File: config.mk
export PLATFORM = sky130hd
export DESIGN_NAME = tap_delay_timer
export DESIGN_NICKNAME = d
export VERILOG_FILES = /design/src/rtl/tdt_pkg.sv /design/src/rtl/tdt_edge_sync.sv /design/src/rtl/tdt_timebase.sv /design/src/rtl/tdt_tap_counter.sv /design/src/rtl/tap_delay_timer.sv
export SDC_FILE = /design/constraint.sdc
export NUM_CORES = 1
export LEC_CHECK = 0
export BUFFER_PORTS_ARGS = -buffer_cell sky130_fd_sc_hd__buf_2
export CORE_AREA = 3 3 59 61
export CTS_BUF_LIST = sky130_fd_sc_hd__clkbuf_16
export CTS_CLUSTER_SIZE = 30
export DETAILED_ROUTE_END_ITERATION = 12
export DIE_AREA = 0 0 62 64
export GPL_TIMING_DRIVEN = 0
export HOLD_SLACK_MARGIN = 0.08
export PLACE_DENSITY = 0.47
export SLEW_MARGIN = 20
export SYNTH_ARGS = -nofsm -noshare
export SYNTH_HDL_FRONTEND = slang
export SYNTH_SLANG_ARGS = --single-unit
export TNS_END_PERCENT = 10
File: constraint.sdc
create_clock -name clk -period 4.1 [get_ports clk]
set_input_delay 0.82 -clock clk [delete_from_list [all_inputs] [get_ports clk]]
set_output_delay 0.82 -clock clk [all_outputs]
set_load 0.1 [all_outputs]
File: src/rtl/tdt_pkg.sv
package tdt_pkg;
   typedef enum logic {
      RS_IDLE = 1'b0,
      RS_RUN  = 1'b1
   } run_state_e;

   localparam int unsigned CTL_NUM = 2;
   localparam int unsigned CTL_TRIG = 0;
   localparam int unsigned CTL_STOP = 1;
endpackage

File: src/rtl/tdt_edge_sync.sv
module tdt_edge_sync #(
   parameter int unsigned STAGES = 2
) (
   input  logic clk,
   input  logic rst_n,
   input  logic din_i,
   output logic rise_o
);
   if (STAGES < 2) begin : g_bad_stages
      $error("tdt_edge_sync: STAGES must be at least 2");
   end

   logic [STAGES:0] sh_q;

   always_ff @(posedge clk or negedge rst_n) begin
      if (!rst_n) sh_q <= '0;
      else        sh_q <= {sh_q[STAGES-1:0], din_i};
   end

   assign rise_o = sh_q[STAGES-1] & ~sh_q[STAGES];

   assert_rise_single_R2: assert property (@(posedge clk) disable iff (!rst_n)
      rise_o |=> !rise_o);
endmodule

File: src/rtl/tdt_timebase.sv
module tdt_timebase #(
   parameter bit          USE_INT_DIV = 1'b0,
   parameter int unsigned DIV_RATIO   = 4
) (
   input  logic clk,
   input  logic rst_n,
   input  logic run_i,
   input  logic tick_i,
   output logic tick_o
);
   if (USE_INT_DIV) begin : g_div
      if (DIV_RATIO < 2) begin : g_bad_ratio
         $error("tdt_timebase: DIV_RATIO must be at least 2");
      end
      localparam int unsigned DIV_W = (DIV_RATIO > 2) ? $clog2(DIV_RATIO) : 1;
      localparam logic [DIV_W-1:0] DIV_LAST = DIV_W'(DIV_RATIO - 1);

      logic [DIV_W-1:0] div_q;
      logic             unused_tick;
      assign unused_tick = tick_i;

      always_ff @(posedge clk or negedge rst_n) begin
         if (!rst_n)             div_q <= '0;
         else if (!run_i)        div_q <= '0;
         else if (div_q == DIV_LAST) div_q <= '0;
         else                    div_q <= div_q + DIV_W'(1);
      end

      assign tick_o = run_i && (div_q == DIV_LAST);
   end else begin : g_ext
      assign tick_o = run_i & tick_i;
   end

   assert_tick_needs_run_R9: assert property (@(posedge clk) disable iff (!rst_n)
      tick_o |-> run_i);
endmodule

File: src/rtl/tdt_tap_counter.sv
module tdt_tap_counter #(
   parameter int unsigned W = 8
) (
   input  logic         clk,
   input  logic         rst_n,
   input  logic         clear_i,
   input  logic         inc_i,
   output logic [W-1:0] cnt_o
);
   localparam logic [W-1:0] CNT_MAX = {W{1'b1}};

   logic [W-1:0] cnt_q;

   always_ff @(posedge clk or negedge rst_n) begin
      if (!rst_n)       cnt_q <= '0;
      else if (clear_i) cnt_q <= '0;
      else if (inc_i)   cnt_q <= cnt_q + W'(1);
   end

   assign cnt_o = cnt_q;

   assert_wrap_R8: assert property (@(posedge clk) disable iff (!rst_n)
      (inc_i && !clear_i && cnt_q == CNT_MAX) |=> (cnt_q == '0));
endmodule

File: src/rtl/tap_delay_timer.sv
module tap_delay_timer #(
   parameter int unsigned CNT_W       = 8,
   parameter int unsigned SYNC_STAGES = 2,
   parameter bit          USE_INT_DIV = 1'b0,
   parameter int unsigned DIV_RATIO   = 4
) (
   input  logic             clk,
   input  logic             rst_n,
   input  logic             trig_i,
   input  logic             stop_i,
   input  logic             tick_i,
   input  logic             oneshot_i,
   input  logic [CNT_W-1:0] mask_i,
   output logic [CNT_W-1:0] taps_n_o,
   output logic             timing_o,
   output logic             tbase_n_o
);
   import tdt_pkg::*;

   if (CNT_W < 2 || CNT_W > 16) begin : g_bad_width
      $error("tap_delay_timer: CNT_W must be in 2..16");
   end

   localparam logic [CNT_W-1:0] TAPS_IDLE = {CNT_W{1'b1}};

   // synchronised control edges
   logic [CTL_NUM-1:0] raw_ctl;
   logic [CTL_NUM-1:0] rise_ctl;
   assign raw_ctl[CTL_TRIG] = trig_i;
   assign raw_ctl[CTL_STOP] = stop_i;

   for (genvar g = 0; g < CTL_NUM; g++) begin : g_sync
      tdt_edge_sync #(.STAGES(SYNC_STAGES)) u_sync (
         .clk    (clk),
         .rst_n  (rst_n),
         .din_i  (raw_ctl[g]),
         .rise_o (rise_ctl[g])
      );
   end

   logic trig_rise, stop_rise;
   assign trig_rise = rise_ctl[CTL_TRIG];
   assign stop_rise = rise_ctl[CTL_STOP];

   // control flip-flop
   run_state_e       run_q, run_d;
   logic             running;
   logic             tick_int;
   logic [CNT_W-1:0] cnt;
   logic [CNT_W-1:0] cnt_next;
   logic             fb_hit, stop_any, start;

   assign running  = (run_q == RS_RUN);
   assign cnt_next = cnt + CNT_W'(1);

   // feedback: the tick that would lift every selected tap ends the cycle
   assign fb_hit   = oneshot_i && (|mask_i) && tick_int &&
                     ((cnt_next & mask_i) == mask_i);
   assign stop_any = stop_rise | fb_hit;
   assign start    = trig_rise & (~running | stop_any);

   always_comb begin
      run_d = run_q;
      if (start)         run_d = RS_RUN;
      else if (stop_any) run_d = RS_IDLE;
   end

   always_ff @(posedge clk or negedge rst_n) begin
      if (!rst_n) run_q <= RS_IDLE;
      else        run_q <= run_d;
   end

   tdt_timebase #(.USE_INT_DIV(USE_INT_DIV), .DIV_RATIO(DIV_RATIO)) u_tbase (
      .clk    (clk),
      .rst_n  (rst_n),
      .run_i  (running),
      .tick_i (tick_i),
      .tick_o (tick_int)
   );

   tdt_tap_counter #(.W(CNT_W)) u_cnt (
      .clk     (clk),
      .rst_n   (rst_n),
      .clear_i (start | stop_any),
      .inc_i   (tick_int),
      .cnt_o   (cnt)
   );

   assign taps_n_o  = running ? cnt : TAPS_IDLE;
   assign timing_o  = running ? (&(cnt | ~mask_i)) : 1'b1;
   assign tbase_n_o = ~tick_int;

   assert_start_zero_R2: assert property (@(posedge clk) disable iff (!rst_n)
      $rose(running) |-> (taps_n_o == '0));

   assert_priority_R4: assert property (@(posedge clk) disable iff (!rst_n)
      (trig_rise && stop_rise) |=> (running && cnt == '0));

   assert_lockout_R5: assert property (@(posedge clk) disable iff (!rst_n)
      (running && trig_rise && !stop_rise && !tick_int && !fb_hit) |=>
         (running && $stable(cnt)));

   assert_oneshot_end_R7: assert property (@(posedge clk) disable iff (!rst_n)
      (running && oneshot_i && (|mask_i) && tick_int && !trig_rise &&
       ((taps_n_o + CNT_W'(1)) & mask_i) == mask_i) |=> (timing_o && !running));

   assert_idle_tbase_R9: assert property (@(posedge clk) disable iff (!rst_n)
      !tbase_n_o |-> (taps_n_o != TAPS_IDLE || running));
endmodule

; ---- Word level (Yosys, flattened, before mapping)
; Cells that the tools add are included.
; W data, S select, Z words.
[word_totals]
output_inout_bits = 10
regBits = 15
wordCells = 33
inputBits = 14
[op_classes]
n_mux = 6
addsub = 1
n_eq_ne = 1
reduce_logical = 7
n_bitwise = 14
[ops]
columns = op, count
row1 = $mux W8, 3
row2 = $add A8 B1 Y8 const B, 1
row3 = $and A8 B8 Y8, 1
row4 = $eq A8 B8 Y1, 1
row5 = $not A8 Y8, 1
row6 = $or A8 B8 Y8, 1
row7 = $reduce_and A8 Y1, 1
row8 = $reduce_or A8 Y1, 1
row9 = $and A1 B1 Y1, 4
row10 = $not A1 Y1, 4
row11 = $reduce_bool A2 Y1, 2
row12 = $logic_and A1 B1 Y1, 3
row13 = $mux W1, 3
row14 = $or A1 B1 Y1, 3

; ---- Longest topological paths before layout
[depth]
word_depth = 9
depth_mapped = 8
mapped_depth_nobuf = 7

; ---- By module
; Synthesis repeated with hierarchy kept, for this count alone.
[unflattened]
cells_unflattened = 97
hier_area_um2 = 928.4
[modules_own_cells]
columns = mod, instances, area_each_um2, seq_area_each_um2, cells_each
row1 = tdt_tap_counter, 1, 396.6, 200.2, 37
row2 = tap_delay_timer, 1, 347.8, 25.0, 51
row3 = tdt_edge_sync, 2, 88.8, 75.1, 4
row4 = tdt_timebase, 1, 6.3, 0.0, 1

; ---- Worst setup path before layout
; Ideal clock, no wire load.
[synth_timing]
path_type = input-to-output
from = in mask_i[5]
to = out timing_o
t_arrival_ps = 3435
path_buffers = 0
required_time_ps = 3280
path_stages = 4
setup_slack_ps = -155
cell_sequence = nor2b_1 > a21oi_1 > o221ai_1 > o31ai_1
[synth_via]
elab_chain_cells = 4
[synth_rtl]
columns = item, line_no
row1 = "start, declared", tap_delay_timer.sv:13  ; input logic [CNT_W-1:0] mask_i,
row2 = $not A8 Y8, tap_delay_timer.sv:90  ; assign timing_o = running ? (&(cnt | ~mask_i)) : 1'b1;
row3 = $or A8 B8 Y8, tap_delay_timer.sv:90
row4 = $reduce_and A8 Y1, tap_delay_timer.sv:90
row5 = $mux W1, tap_delay_timer.sv:90
row6 = "end, declared", tap_delay_timer.sv:15  ; output logic timing_o,
; Every way passes these cells.

; ---- Worst setup path after layout
; Same ends and word-level chain as after synthesis.

==> qor.log <==
qor: die.floorplan.core_area 3030 sq um
qor: synth.synthDominantAreaCellType dfrtp_1
qor: place.pre_cts_slack 1.26 ns
qor: pwr.vdd_drop_max 0.239 mV
qor: clock_network.tritoncts_clock_tree yes
qor: outcome.status finished, final reports clean
qor: synth.synth_seq_area_share 0.408
qor: place.dpl_cell_area 1100 sq um
qor: timing.worst_slack 1.27 ns
qor: synth.yosys.cell_count.top_type dfrtp_1
qor: die.die_height 64 um
qor: detailed_routing.met2_wirelength 810 um
qor: timing.setup_total_negative_slack 0 ns
qor: timing.timing_hold_violations_final 0
qor: timing.worst_max_slew_pin_slew 0.509 ns
qor: pwr.leakagePower 0.537 nW
qor: detailed_routing.route.met3.wl 102 um
qor: worst_setup_path.worstSetupPathType in2out
qor: die.die-width 62 um
qor: detailed_routing.detail_route.wirelength 1970 um
qor: run.cap_viol_max_count 0
qor: timing.timing.final.crit_share 0.691
qor: pwr.power.density_cell_area 461 nW/um^2
qor: cells_and_area.postLayoutCoreUtil 0.388
qor: timing.final.setup_skew 0.00312 ns
qor: clock_network.root_cell_of_the_clock_tree clkbuf_16
qor: place.post-place-cells 165
qor: global_route.first_global_vias 735
qor: cells_and_area.layoutNonFillerInstCount 169
qor: worst_setup_path.timing.rr.end u_cnt.cnt_o[6]
qor: worst_setup_path.critical_path_arrival 2.01 ns
qor: worst_setup_path.cp.required 3.28 ns
qor: detailed_routing.drtPass1Iterations 4
qor: clock_network.clk_pin_slew 0.05 ns
qor: timing.grt_setup_unrepaired no
qor: worst_setup_path.critPathMaxFanout 3
qor: die.fp.dieArea 3970 sq um
qor: clock_network.clk-insertion-delay-late 0.24 ns
qor: clock_network.cts_resized 0
qor: die.top_level_ports 24
qor: synth.netlist_area 921 sq um
qor: pwr.p_total 0.542 mW
qor: clock_network.clock_tree.htree_level_count 1
qor: detailed_routing.wirelength_met1 1000 um
qor: cells_and_area.finish.net_count 141
qor: synth.yosys-top-cells-count dfrtp_1 (15), nand2_1 (9), inv_1 (8), xnor2_1 (8)
qor: hold_path.hold_depth 0
qor: clock_network.cts_buffers 3
qor: place.numPortBuffers 23
qor: place.detailedPlacementHpwl 1490 um
qor: timing.fmax 353 MHz
qor: global_route.grt.overflow.total 0
qor: global_route.first_pass_grt_wire_length 3480 um
qor: synth.syn_area_per_cell 9.40 sq um
qor: synth.synth_async_sr_flop_share 1.00
qor: synth.syn_nets 113
qor: die.placementRows 20
qor: timing.maxSlewHeadroom 0.661
qor: detailed_routing.maxUsedRoutingLayer met4
qor: worst_setup_path.startpoint_type input port
qor: synth.synth_instances 98
qor: detailed_routing.drt-wirelength-per-cell 11.7 um
qor: timing.setup_viol 0
qor: synth.yosys-top-cells-area dfrtp_1 (41%), xnor2_1 (7.6%), nand2b_1 (4.8%), nor3_1 (3.8%), xor2_1 (3.8%)
qor: synth.synth-edff-count 0
qor: timing.hold_ws 0.350 ns
qor: detailed_routing.drt_iter0_markers 40
qor: detailed_routing.ant_nets 0
qor: cells_and_area.finish.instance_area 1180 sq um
qor: clock_network.clock_sinks 15
qor: clock_network.cts.path.max_buffers 2
qor: hold_path.hold_path.class reg2reg
qor: detailed_routing.vias 760
qor: detailed_routing.detail_route.drc_violations 0
qor: global_route.grt_start_max_net_pins 16
qor: hold_path.hold_path_startpoint g_sync[1].u_sync.sh_q[0]
qor: synth.yosys_register_bits 15
qor: worst_setup_path.critical_path.endpoint_type output port
qor: synth.postSynth.topFlopCell dfrtp_1
qor: synth.yosys.cell_types.count 37
qor: worst_setup_path.crit-reg2reg-launch u_cnt.cnt_o[0]
qor: detailed_routing.vias_per_cell 4.50
qor: clock_network.holdBufCountCts 0
qor: cells_and_area.diodes 0
qor: global_route.antenna_found_initial 0
qor: worst_setup_path.ff2ff_setup_slack 1.92 ns
qor: place.gp_congestion 0.737
qor: synth.ys.warnings.count 0
qor: hold_path.whs_endpoint g_sync[1].u_sync.sh_q[1]
qor: die.floorplan.initialDensity 0.304
qor: worst_setup_path.r2r.worst_path.cells 8
qor: cells_and_area.share_of_final_layout_standard_cells_stronger_than_drive_strength_1 0.312
qor: global_route.global_route.usage.total 0.119
qor: timing.maxSlewViolCount 0
qor: timing.final_period_minus_worst_setup_slack 2.83 ns
qor: synth.synth_top_area_share 0.408
qor: clock_network.post_cts_buffers 0
qor: cells_and_area.syn_to_final_growth 27.7%
[worst max-delay path: stages]
cell	delay (ns)
buf_2	0.11
nor2b_1	0.12
a21oi_1	0.11
o221ai_1	0.14
o31ai_2	0.25
buf_2	0.45
[routing by layer]
layer / vias up / global-route usage
met5: - / 0
met4: 0 / 0.0557
met3: 7 / 0.0242
met2: 21 / 0.153
met1: 338 / 0.183
li1: 394 / -
[layout by cell type (no fill, tap or decap), types with 2 or more instances in the layout]
master / synthesis / layout
nor4_1: 2 / 2
and3_4: 3 / 3
clkbuf_16: 0 / 3
nand2_1: 9 / 9
nor2_1: 2 / 2
nand3_1: 2 / 2
nand2b_1: 7 / 7
xnor2_1: 8 / 8
nor3_1: 7 / 7
nor2b_1: 2 / 2
o22ai_1: 2 / 2
inv_1: 8 / 8
buf_2: 1 / 24
or2b_2: 2 / 2
a21oi_1: 3 / 3
xor2_1: 4 / 4
dfrtp_1: 15 / 15
[cell families (layout without fill, tap and decap cells)]
group	Yosys count	after routing	synth area share
adder cells (fa/ha/maj)	1	1	0.0136
AND/OR/NAND/NOR	41	41	0.262
XOR/XNOR	12	12	0.114
flip-flops	15	15	0.408
buffers and inverters	13	40	0.0774
multiplexers	1	1	0.0109
AO/OA/AOI/OAI	15	15	0.114
[where the power goes]
part	switching (mW)	leakage (nW)	internal [mW]
Combinational	0.144	0.305	0.0365
Clock	0.0577	0.0409	0.130
Sequential	0.0145	0.191	0.159
[registers in the layout, indices dropped and copies added, names as in the netlist]
| register | flops |
|---|---|
| u_cnt.cnt_o | 8 |
| g_sync.u_sync.sh_q | 6 |
| run_q | 1 |
[worst max-delay path by stage]
stage                         start  endpoint  depth (start not counted)
final                     mask_i[5]  timing_o                          6
after global routing      mask_i[5]  timing_o                          6
after CTS                 mask_i[5]  timing_o                          6
after detailed placement  mask_i[5]  timing_o                          6
after global placement    mask_i[5]  timing_o                          6
after floorplan           mask_i[5]  timing_o                          4
[cell type report]
cell class	instances	area, sq um
inverter	8	30.0
sequential	15	375
fill	315	1850
buffer	5	41.3
clock buffer	3	75.1
timing repair buffer	23	115
clock inverter	1	5.00
tap	44	55.1
multi-input combinational	70	479
Note: power is estimated with default switching activity, not from simulation.
